## config.mk

```make
export PLATFORM = sky130hd
export DESIGN_NAME = tc_ppc_encoder
export DESIGN_NICKNAME = d
export VERILOG_FILES = /design/src/rtl/tc_pkg.sv /design/src/rtl/tc_rsc_enc.sv /design/src/rtl/tc_bit_store.sv /design/src/rtl/tc_perm_gen.sv /design/src/rtl/tc_ppc_encoder.sv
export SDC_FILE = /design/constraint.sdc
export NUM_CORES = 1
export LEC_CHECK = 0
export ABC_AREA = 0
export BUFFER_PORTS_ARGS = -buffer_cell sky130_fd_sc_hd__buf_4
export CAP_MARGIN = 30
export CORE_AREA = 2 2 67 69
export DETAILED_ROUTE_END_ITERATION = 8
export DIE_AREA = 0 0 69 71
export GPL_ROUTABILITY_DRIVEN = 0
export PLACE_DENSITY = 0.8
export SLEW_MARGIN = 20
export SYNTH_ARGS = -nofsm -noshare
export SYNTH_HDL_FRONTEND = slang
export SYNTH_SLANG_ARGS = --single-unit
```

## constraint.sdc

```tcl
create_clock -name clk -period 2.91 [get_ports clk]
set_input_delay 0.582 -clock clk [delete_from_list [all_inputs] [get_ports clk]]
set_output_delay 0.582 -clock clk [all_outputs]
set_load 0.1 [all_outputs]
```

## src/rtl/tc_pkg.sv

```systemverilog
package tc_pkg;

  typedef enum logic [1:0] {
    CS_IDLE = 2'd0,
    CS_LOAD = 2'd1,
    CS_EMIT = 2'd2
  } ctl_state_e;

  typedef enum logic [1:0] {
    SK_DATA   = 2'd0,
    SK_TAIL_A = 2'd1,
    SK_TAIL_B = 2'd2
  } step_kind_e;

  localparam int unsigned CODE_MEM     = 3;
  // tap bit i weights register cell D^(i+1)
  localparam logic [CODE_MEM-1:0] FB_TAPS_DEF  = 3'b101;
  localparam logic [CODE_MEM-1:0] PAR_TAPS_DEF = 3'b110;

endpackage

```

## src/rtl/tc_rsc_enc.sv

```systemverilog
module tc_rsc_enc #(
  parameter int unsigned         MEM      = 3,
  parameter logic [MEM-1:0]      FB_TAPS  = 3'b101,
  parameter logic [MEM-1:0]      PAR_TAPS = 3'b110
) (
  input  logic           clk,
  input  logic           rst,
  input  logic           clr,
  input  logic           step,
  input  logic           term,
  input  logic           din,
  output logic           sys_o,
  output logic           par_o,
  output logic [MEM-1:0] state_o
);

  logic [MEM-1:0] st;
  logic           fb;
  logic           u;
  logic           a;

  always_comb begin
    fb    = ^(st & FB_TAPS);
    u     = term ? fb : din;      // tail: input cancels feedback
    a     = u ^ fb;
    par_o = a ^ (^(st & PAR_TAPS));
    sys_o = u;
  end

  always_ff @(posedge clk) begin
    if (rst || clr) begin
      st <= '0;
    end else if (step) begin
      st <= {st[MEM-2:0], a};
    end
  end

  assign state_o = st;

endmodule

```

## src/rtl/tc_bit_store.sv

```systemverilog
module tc_bit_store #(
  parameter int unsigned DEPTH = 16,
  parameter int unsigned AW    = 4
) (
  input  logic          clk,
  input  logic          we,
  input  logic [AW-1:0] waddr,
  input  logic          wdata,
  input  logic          re,
  input  logic [AW-1:0] raddr,
  output logic          rdata
);

  logic mem [DEPTH];

  always_ff @(posedge clk) begin
    if (we) begin
      mem[waddr] <= wdata;
    end
    if (re) begin
      rdata <= mem[raddr];
    end
  end

endmodule

```

## src/rtl/tc_perm_gen.sv

```systemverilog
module tc_perm_gen #(
  parameter int unsigned BLK_LEN  = 16,
  parameter int unsigned PERM_MUL = 5,
  parameter int unsigned AW       = 4
) (
  input  logic          clk,
  input  logic          rst,
  input  logic          clr,
  input  logic          adv,
  output logic [AW-1:0] addr_o
);

  localparam int unsigned STRIDE = PERM_MUL % BLK_LEN;

  logic [AW-1:0] acc;
  logic [AW:0]   sum;
  logic [AW:0]   wrapped;

  always_comb begin
    sum     = {1'b0, acc} + (AW+1)'(STRIDE);
    wrapped = (sum >= (AW+1)'(BLK_LEN)) ? sum - (AW+1)'(BLK_LEN) : sum;
  end

  always_ff @(posedge clk) begin
    if (rst || clr) begin
      acc <= '0;
    end else if (adv) begin
      acc <= wrapped[AW-1:0];
    end
  end

  assign addr_o = acc;

endmodule

```

## src/rtl/tc_ppc_encoder.sv

```systemverilog
module tc_ppc_encoder
  import tc_pkg::*;
#(
  parameter int unsigned    BLK_LEN  = 16,
  parameter int unsigned    PERM_MUL = 5,
  parameter int unsigned    MEM      = CODE_MEM,
  parameter logic [MEM-1:0] FB_TAPS  = FB_TAPS_DEF,
  parameter logic [MEM-1:0] PAR_TAPS = PAR_TAPS_DEF
) (
  input  logic clk,
  input  logic rst,
  input  logic in_valid,
  output logic in_ready,
  input  logic in_bit,
  input  logic in_sob,
  input  logic rate_half,
  output logic out_valid,
  output logic out_sys,
  output logic out_par1,
  output logic out_par1_keep,
  output logic out_par2,
  output logic out_par2_keep,
  output logic out_tail
);

  localparam int unsigned AW    = (BLK_LEN > 2) ? $clog2(BLK_LEN) : 1;
  localparam int unsigned NSTEP = BLK_LEN + 2 * MEM;
  localparam int unsigned SW    = $clog2(NSTEP + 1);
  localparam logic [SW-1:0] END_DATA = SW'(BLK_LEN);
  localparam logic [SW-1:0] END_TLA  = SW'(BLK_LEN + MEM);
  localparam logic [SW-1:0] LAST_STP = SW'(NSTEP - 1);
  localparam logic [AW-1:0] LAST_WR  = AW'(BLK_LEN - 1);

  ctl_state_e  cs;
  logic [AW-1:0] wr_idx;
  logic [SW-1:0] step_idx;
  logic          rate_q;

  logic          acc_bit;
  logic          start;
  logic          wr_en;
  logic [AW-1:0] wr_addr;
  logic          last_in;

  logic          issue;
  logic          is_data;
  step_kind_e    kind;
  logic [AW-1:0] perm_addr;
  logic [AW-1:0] raddr [2];
  logic          rd    [2];

  logic          s1_valid;
  step_kind_e    s1_kind;
  logic          s1_odd;
  logic          s1_last;
  logic          blk_done;

  logic          sys_a, par_a, sys_b, par_b;
  logic [MEM-1:0] st_a, st_b;

  // input side
  assign in_ready = (cs != CS_EMIT) && !s1_valid;
  assign acc_bit  = in_valid && in_ready;
  assign start    = acc_bit && in_sob;
  assign wr_en    = acc_bit && (in_sob || (cs == CS_LOAD));
  assign wr_addr  = in_sob ? '0 : wr_idx;
  assign last_in  = wr_en && (wr_addr == LAST_WR);

  always_ff @(posedge clk) begin
    if (rst) begin
      cs       <= CS_IDLE;
      wr_idx   <= '0;
      step_idx <= '0;
      rate_q   <= 1'b0;
    end else begin
      if (start) begin
        rate_q <= rate_half;
      end
      case (cs)
        CS_IDLE, CS_LOAD: begin
          if (wr_en) begin
            wr_idx <= wr_addr + AW'(1);
            if (last_in) begin
              cs       <= CS_EMIT;
              step_idx <= '0;
            end else begin
              cs <= CS_LOAD;
            end
          end
        end
        CS_EMIT: begin
          step_idx <= step_idx + SW'(1);
          if (step_idx == LAST_STP) begin
            cs <= CS_IDLE;
          end
        end
        default: cs <= CS_IDLE;
      endcase
    end
  end

  // issue side
  always_comb begin
    issue   = (cs == CS_EMIT);
    is_data = (step_idx < END_DATA);
    if (is_data) begin
      kind = SK_DATA;
    end else if (step_idx < END_TLA) begin
      kind = SK_TAIL_A;
    end else begin
      kind = SK_TAIL_B;
    end
  end

  tc_perm_gen #(
    .BLK_LEN (BLK_LEN),
    .PERM_MUL(PERM_MUL),
    .AW      (AW)
  ) u_perm (
    .clk   (clk),
    .rst   (rst),
    .clr   (start),
    .adv   (issue && is_data),
    .addr_o(perm_addr)
  );

  assign raddr[0] = step_idx[AW-1:0];
  assign raddr[1] = perm_addr;

  // two copies of the block, one per read order
  for (genvar g = 0; g < 2; g++) begin : g_store
    tc_bit_store #(
      .DEPTH(BLK_LEN),
      .AW   (AW)
    ) u_store (
      .clk  (clk),
      .we   (wr_en),
      .waddr(wr_addr),
      .wdata(in_bit),
      .re   (issue && is_data),
      .raddr(raddr[g]),
      .rdata(rd[g])
    );
  end

  always_ff @(posedge clk) begin
    if (rst) begin
      s1_valid <= 1'b0;
      s1_kind  <= SK_DATA;
      s1_odd   <= 1'b0;
      s1_last  <= 1'b0;
    end else begin
      s1_valid <= issue;
      s1_kind  <= kind;
      s1_odd   <= step_idx[0];
      s1_last  <= issue && (step_idx == LAST_STP);
    end
  end

  // component encoders
  tc_rsc_enc #(
    .MEM     (MEM),
    .FB_TAPS (FB_TAPS),
    .PAR_TAPS(PAR_TAPS)
  ) u_enc_a (
    .clk    (clk),
    .rst    (rst),
    .clr    (start),
    .step   (s1_valid && (s1_kind != SK_TAIL_B)),
    .term   (s1_kind == SK_TAIL_A),
    .din    (rd[0]),
    .sys_o  (sys_a),
    .par_o  (par_a),
    .state_o(st_a)
  );

  tc_rsc_enc #(
    .MEM     (MEM),
    .FB_TAPS (FB_TAPS),
    .PAR_TAPS(PAR_TAPS)
  ) u_enc_b (
    .clk    (clk),
    .rst    (rst),
    .clr    (start),
    .step   (s1_valid && (s1_kind != SK_TAIL_A)),
    .term   (s1_kind == SK_TAIL_B),
    .din    (rd[1]),
    .sys_o  (sys_b),
    .par_o  (par_b),
    .state_o(st_b)
  );

  // puncturing and registered output
  always_ff @(posedge clk) begin
    if (rst) begin
      out_valid     <= 1'b0;
      out_sys       <= 1'b0;
      out_par1      <= 1'b0;
      out_par1_keep <= 1'b0;
      out_par2      <= 1'b0;
      out_par2_keep <= 1'b0;
      out_tail      <= 1'b0;
      blk_done      <= 1'b0;
    end else begin
      out_valid <= s1_valid;
      blk_done  <= s1_valid && s1_last;
      case (s1_kind)
        SK_DATA: begin
          out_sys       <= sys_a;
          out_par1      <= par_a;
          out_par2      <= par_b;
          out_par1_keep <= !rate_q || !s1_odd;
          out_par2_keep <= !rate_q || s1_odd;
          out_tail      <= 1'b0;
        end
        SK_TAIL_A: begin
          out_sys       <= sys_a;
          out_par1      <= par_a;
          out_par2      <= 1'b0;
          out_par1_keep <= 1'b1;
          out_par2_keep <= 1'b0;
          out_tail      <= 1'b1;
        end
        default: begin
          out_sys       <= sys_b;
          out_par1      <= 1'b0;
          out_par2      <= par_b;
          out_par1_keep <= 1'b0;
          out_par2_keep <= 1'b1;
          out_tail      <= 1'b1;
        end
      endcase
    end
  end

endmodule

```

# [Word-level counts from Yosys, hierarchy flattened]
# Memories as Yosys holds them, arrays and structs flattened. A register that Yosys moved wholly into a read port is not among the register bits.
# Index checks and enable logic that the tools add are counted.
[word_totals] register_bits=33 latch_bits=0 ramBits=32 rom_bits=0 input_bits=6 wordCells=91 n_memories=2
[op_classes] add_sub_neg=4 mul=0 n_div=0 magnitude_cmp=3 eq_ne=12 shifts=0 mux=18 bitwise_logic=5 reduce_logical=30
[memory_table] memory="g_store[0].u_store.mem" words=16 word_bits=1 rd=1 rd_clocked_by_memory_dff=1 write_ports=1 line="tc_bit_store.sv:14" source="logic mem [DEPTH];"
[memory_table] memory="g_store[1].u_store.mem" words=16 word_bits=1 rd=1 rd_clocked_by_memory_dff=1 write_ports=1 line="tc_bit_store.sv:14"
[ops] operator="3-bit XOR reduction" count=4
[ops] operator="5-bit < comparator (second input constant)" count=2
[ops] operator="5-bit 2-to-1 mux" count=2
[ops] operator="5-bit one-hot mux with 2 select lines" count=1
[ops] operator="2-bit OR reduction" count=5
[ops] operator="1-bit logical AND" count=8
[ops] operator="2-bit 2-to-1 mux" count=4
[ops] operator="4-bit 2-to-1 mux" count=2
[ops] operator="2-bit != test (second input constant)" count=4
[ops] operator="1-bit 2-to-1 mux" count=6
[ops] operator="4-bit by 3-bit adder with 5-bit output (second input constant)" count=1
[ops] operator="5-bit by 1-bit adder with 5-bit output (second input constant)" count=1
[ops] operator="5-bit equality test (second input constant)" count=1
[ops] operator="5-bit >= comparator (second input constant)" count=1
[ops] operator="4-bit by 1-bit adder with 4-bit output (second input constant)" count=1
[ops] operator="2-bit by 1-bit equality test with 1-bit output (second input constant)" count=2
[ops] operator="2-bit equality test (second input constant)" count=2
[ops] operator="4-bit equality test (second input constant)" count=1
[ops] operator="2-bit zero test" count=2
[ops] operator="1-bit logical OR" count=4
[ops] operator="2-bit by 1-bit != test with 1-bit output (second input constant)" count=2
[ops] operator="1-bit one-hot mux with 2 select lines" count=2
[ops] operator="2-bit one-hot mux with 2 select lines" count=1
[ops] operator="2-bit AND reduction" count=2
[ops] operator="other kinds (6)" count=11

# [Depth between registers and ports, before layout]
[logic_depth] word_depth=8 depth_mapped=7

# [By module]
# Synthesis repeated with hierarchy kept, for this count alone.
[hier_totals] hier_cells=269 hier_area_um2=3100.5
[modules_own_cells] mod="tc_bit_store" n_inst=2 cells_each=47 area_per_inst_um2=755.7 seq_area_each_um2=510.5
[modules_own_cells] mod="tc_ppc_encoder" n_inst=1 cells_each=120 area_per_inst_um2=1057.3 seq_area_each_um2=460.4
[modules_own_cells] mod="tc_rsc_enc" n_inst=2 cells_each=19 area_per_inst_um2=181.4 seq_area_each_um2=60.1
[modules_own_cells] mod="tc_perm_gen" n_inst=1 cells_each=17 area_per_inst_um2=168.9 seq_area_each_um2=80.1

# [Worst setup path after synthesis]
# Ideal clock, no wire load.
[synth_timing] path_type="reg-to-output" startpoint="register s1_valid" endpoint="output in_ready" arrival_ns=1.751 path_slack_ns=0.577 path_stages_with_launch=3 n_path_buf=1 cell_sequence="dfxtp_1 -> clkbuf_1 -> nor2_1"
[synth_via] elab_chain_len=2
[synth_lines] item="start: declaration" line="tc_ppc_encoder.sv:52" source="logic s1_valid;"
[synth_lines] item="start signal: assignment" line="tc_ppc_encoder.sv:153" source="s1_valid <= issue;"
[synth_lines] item="1-bit zero test" line="tc_ppc_encoder.sv:62" source="assign in_ready = (cs != CS_EMIT) && !s1_valid;"
[synth_lines] item="1-bit logical AND" line="tc_ppc_encoder.sv:62"
[synth_lines] item="end: declaration" line="tc_ppc_encoder.sv:13" source="output logic in_ready,"
# Every way passes these cells.

# [Worst setup path in the final report]
[layout_timing] startpoint="register cs[1]" endpoint="output in_ready"
[layout_via] elab_chain_len=2
[layout_lines] item="start: declaration" line="tc_ppc_encoder.sv:34" source="ctl_state_e cs;"
[layout_lines] item="start signal: assignment" line="tc_ppc_encoder.sv:71" source="cs <= CS_IDLE;"
[layout_lines] item="start signal: assignment" line="tc_ppc_encoder.sv:84" source="cs <= CS_EMIT;"
[layout_lines] item="start signal: assignment" line="tc_ppc_encoder.sv:87" source="cs <= CS_LOAD;"
[layout_lines] item="2-bit != test" line="tc_ppc_encoder.sv:62"
[layout_lines] item="1-bit logical AND" line="tc_ppc_encoder.sv:62"
# Every way passes these cells.

==> PnR_summary.wiki <==
{| class="wikitable"
! Metric !! Value
|-
| Leakage power figure || 0.9497 nW
|-
| Final ANT Viol Nets || 0
|-
| Final Critical Period || 1.976 ns
|-
| RSZ-0062 raised after global routing || no
|-
| CP max stage delay || 0.41 ns
|-
| Standard cell core area || 0.004204 mm²
|-
| Post-cts gate resize count || 0
|-
| Final Max Tran Viols || 0
|-
| Height of the die || 71 µm
|-
| Total routing resource utilization after global routing || 0.1899
|-
| Insertion delay to the later sink of the worst-skew pair || 0.30 ns
|-
| Maximum number of pins on one net before global-route repair || 25
|-
| Number of nets in the layout || 256
|-
| Worst path bufs/invs || 1
|-
| Total number of placement rows || 24
|-
| CTS root buf || sky130_fd_sc_hd__clkbuf_8
|-
| Fraction of synthesis flops using an asynchronous set or reset pin || 0
|-
| Total congestion overflow || 0
|-
| Cell with the largest stage delay on the worst path || sky130_fd_sc_hd__nor2b_1
|-
| CTS tree || yes
|-
| Power per unit of standard cell area || 475.7 mW/mm²
|-
| Status || completed
|-
| Number of remaining DRC errors || 0
|-
| Setup crit start kind || register
|-
| Filler Cell Count || 344
|-
| Gate family responsible for the most delay along the worst path || simple AND/OR/NAND/NOR gates
|-
| Post-synth design cell area || 0.002455 mm²
|-
| Arr. time, crit path || 1.39 ns
|-
| Slew Limit Headroom || 0.6215
|-
| Critical Path Fanout Max || 7
|-
| Vias per cell || 5.791
|-
| Setup Viol. Count Final || 0
|-
| Number of synthesized flops with an enable pin || 18
|-
| Multi-input gate area in the final layout || 0.001170 mm²
|-
| Max Clk Rate || 506.1 MHz
|-
| First-pass GRT wire length || 7424 µm
|-
| Violation count after the first detailed-route iteration || 65
|-
| Hold WC Path Type || register to register
|-
| Endpoint class of the critical path || output port
|-
| Number of search-and-repair iterations in the first detailed-routing pass || 4
|-
| Die width || 69 µm
|-
| Worst r2r path cells || 2
|-
| Port bufs || 13
|-
| Final wirelength || 4295 µm
|-
| Cells along the critical path || nor2b_1 > nor2_1 > buf_4
|-
| Crit. path cell count || 3
|-
| Warning count from the yosys run || 0
|-
| Commonest cells after routing, fill and taps aside || sky130_fd_sc_hd__dfxtp_1, sky130_fd_sc_hd__nor2_1, sky130_fd_sc_hd__nand2_1, sky130_fd_sc_hd__edfxtp_1, sky130_fd_sc_hd__a21oi_1
|-
| Post-synthesis sequential area ratio || 0.4893
|-
| Post-synth top flop || sky130_fd_sc_hd__dfxtp_1
|-
| H-tree levels || 2
|-
| Initial antenna violation count || 0
|-
| Starting utilization of the core area || 0.5839
|-
| Number of failing hold endpoints at the final stage || 0
|-
| # Max-Cap Violations || 0
|-
| Transition time at the pin with the least slew margin || 0.5678 ns
|-
| Diodes inserted || 0
|-
| Layout cell share with drive strength beyond 1 || 0.1189
|-
| Cell area after placement || 0.002560 mm²
|-
| Die area || 0.004899 mm²
|-
| Clock Skews || 0.006581 ns
|-
| I/O pin cnt || 14
|-
| Post-CTS repair timing setup buffer count || 0
|-
| Detailed placer's ending HPWL || 3102 µm
|-
| Fraction of the cycle the final worst path needs || 0.6790
|-
| Number of buffers created by CTS || 5
|-
| Mapped Avg Cell Area || 10.45 µm²
|-
| Area growth from synthesis to layout || 8.512%
|-
| Wire length per cell || 14.51 µm
|-
| Most common cell after layout, fill and taps aside || sky130_fd_sc_hd__dfxtp_1
|-
| Worst ir drop on vdd || 362.6 µV
|-
| FF/Latch Area || 0.001201 mm²
|-
| Buffer depth of the longest clock path || 2
|-
| Reg clk slew, reported paths || 0.09 ns
|-
| Number of distinct library cells after synthesis || 42
|-
| Flip-flop and latch count after synthesis || 51
|-
| Via count of the first global-routing pass || 1,658
|-
| Post-CTS Hold Fix Bufs || 0
|-
| Syn Nets || 248
|-
| CTS sink count || 51
|-
| Design area || 0.002664 mm²
|-
| Critical Setup Path Class || register to output port
|-
| WP data required || 2.33 ns
|-
| Setup tns final || 0 ns
|-
| Gate count of the mapped netlist || 235
|-
| Number of cells on the worst hold path || 1
|-
| Vias after detailed routing || 1,714
|}
[logic make-up after synthesis]
group,Yosys count,synth area share
mux,13,0.1050
fa+ha+maj,7,0.03568
xor+xnor,11,0.04485
compound gates,37,0.09634
simple gates,97,0.1947
flops,51,0.4893
buf+inv,19,0.03415
[layer usage]
layer,share of wire,track usage,routed length [µm],vias up
li1,-,-,-,856
met1,0.44,0.2283,1899,829
met2,0.52,0.3365,2229,24
met3,0.027,0.03846,114,5
met4,0.012,0.07407,53,0
met5,0,0,0,-
[worst reg2reg max path, stage by stage (launching register included)]
cell and delay [ns]:
sky130_fd_sc_hd__dfxtp_1 0.53, sky130_fd_sc_hd__mux4_1 0.61, sky130_fd_sc_hd__mux4_2 0.48
[power breakdown]
group          internal (W)  switching [W]  total (W)
logic             0.0000222      0.0000517  0.0000739
clock network      0.000223       0.000223   0.000446
registers          0.000744     0.00000385   0.000747
total              0.000989       0.000279    0.00127
[worst paths after layout]
| path | start | to | slack, ns |
|---|---|---|---|
| worst max-delay path | cs[1] | in_ready | 0.93 |
| worst min-delay path | s1_odd | out_par1_keep | 0.47 |
| worst max register to register | u_perm.addr_o[0] | g_store[1].u_store.rdata | 1.03 |
| worst min register to register | s1_odd | out_par1_keep | 0.47 |
[layout make-up]
class	count	area share
flip-flops and latches	51	0.4509
clock inverters	1	0.002349
clock buffers	7	0.03664
multi-input cells	165	0.4392
well taps	52	0.02442
repair buffers	13	0.03664
inverters	7	0.009864
[metrics by stage]
| step | util | cells | setup WS [ns] | hold slack [ns] | power [W] |
|---|---|---|---|---|---|
| finish | 0.6336 | 296 | 0.9342 | 0.4658 | 0.001267 |
| global route | 0.6336 | 296 | 0.8034 | 0.5063 | 0.001306 |
| CTS | 0.6336 | 296 | 0.9140 | 0.4654 | 0.001274 |
| detailed placement | 0.6089 | 288 | 0.7952 | 0.4522 | 0.0008382 |
| global placement | 0.6089 | 288 | 0.8329 | 0.4470 | 0.0008369 |
| floorplan | - | 235 | 0.5771 | 0.4348 | 0.0008178 |
[cell usage after synthesis, types with 2 or more instances]
cell type / n / area (µm²)
sky130_fd_sc_hd__dfxtp_1: 33 / 660.6
sky130_fd_sc_hd__nor2_1: 29 / 108.9
sky130_fd_sc_hd__nand2_1: 20 / 75.07
sky130_fd_sc_hd__edfxtp_1: 18 / 540.5
sky130_fd_sc_hd__a21oi_1: 14 / 70.07
sky130_fd_sc_hd__nand3_1: 10 / 50.05
sky130_fd_sc_hd__nand2b_1: 8 / 50.05
sky130_fd_sc_hd__nor2b_1: 8 / 50.05
sky130_fd_sc_hd__clkbuf_1: 7 / 26.28
sky130_fd_sc_hd__ha_1: 7 / 87.58
sky130_fd_sc_hd__inv_1: 7 / 26.28
sky130_fd_sc_hd__o21ai_0: 6 / 30.03
sky130_fd_sc_hd__xnor2_1: 6 / 52.55
sky130_fd_sc_hd__and3_1: 5 / 31.28
sky130_fd_sc_hd__mux4_2: 5 / 112.6
sky130_fd_sc_hd__nor3_1: 5 / 25.02
sky130_fd_sc_hd__mux2i_1: 4 / 40.04
sky130_fd_sc_hd__mux4_1: 4 / 105.1
sky130_fd_sc_hd__xor2_1: 4 / 35.03
sky130_fd_sc_hd__a211oi_1: 3 / 22.52
sky130_fd_sc_hd__a31oi_1: 3 / 18.77
sky130_fd_sc_hd__buf_2: 3 / 15.01
sky130_fd_sc_hd__nand3b_1: 3 / 22.52
sky130_fd_sc_hd__or3_1: 3 / 18.77
sky130_fd_sc_hd__o21bai_1: 2 / 15.01
sky130_fd_sc_hd__or3b_2: 2 / 17.52
[sequential cells by signal, indices dropped and copies added (netlist names)]
signal / count
out_par2_keep: 1
s1_odd: 1
wr_idx: 4
s1_kind: 2
out_sys: 1
u_perm.addr_o: 4
g_store.u_store.mem: 16
out_par2: 1
g_store.u_store.rdata: 2
u_enc_a.state_o: 3
out_tail: 1
rate_q: 1
out_valid: 1
out_par1_keep: 1
step_idx: 5
out_par1: 1
u_enc_b.state_o: 3
s1_valid: 1
cs: 2
Power figures use the tool's default switching activity.
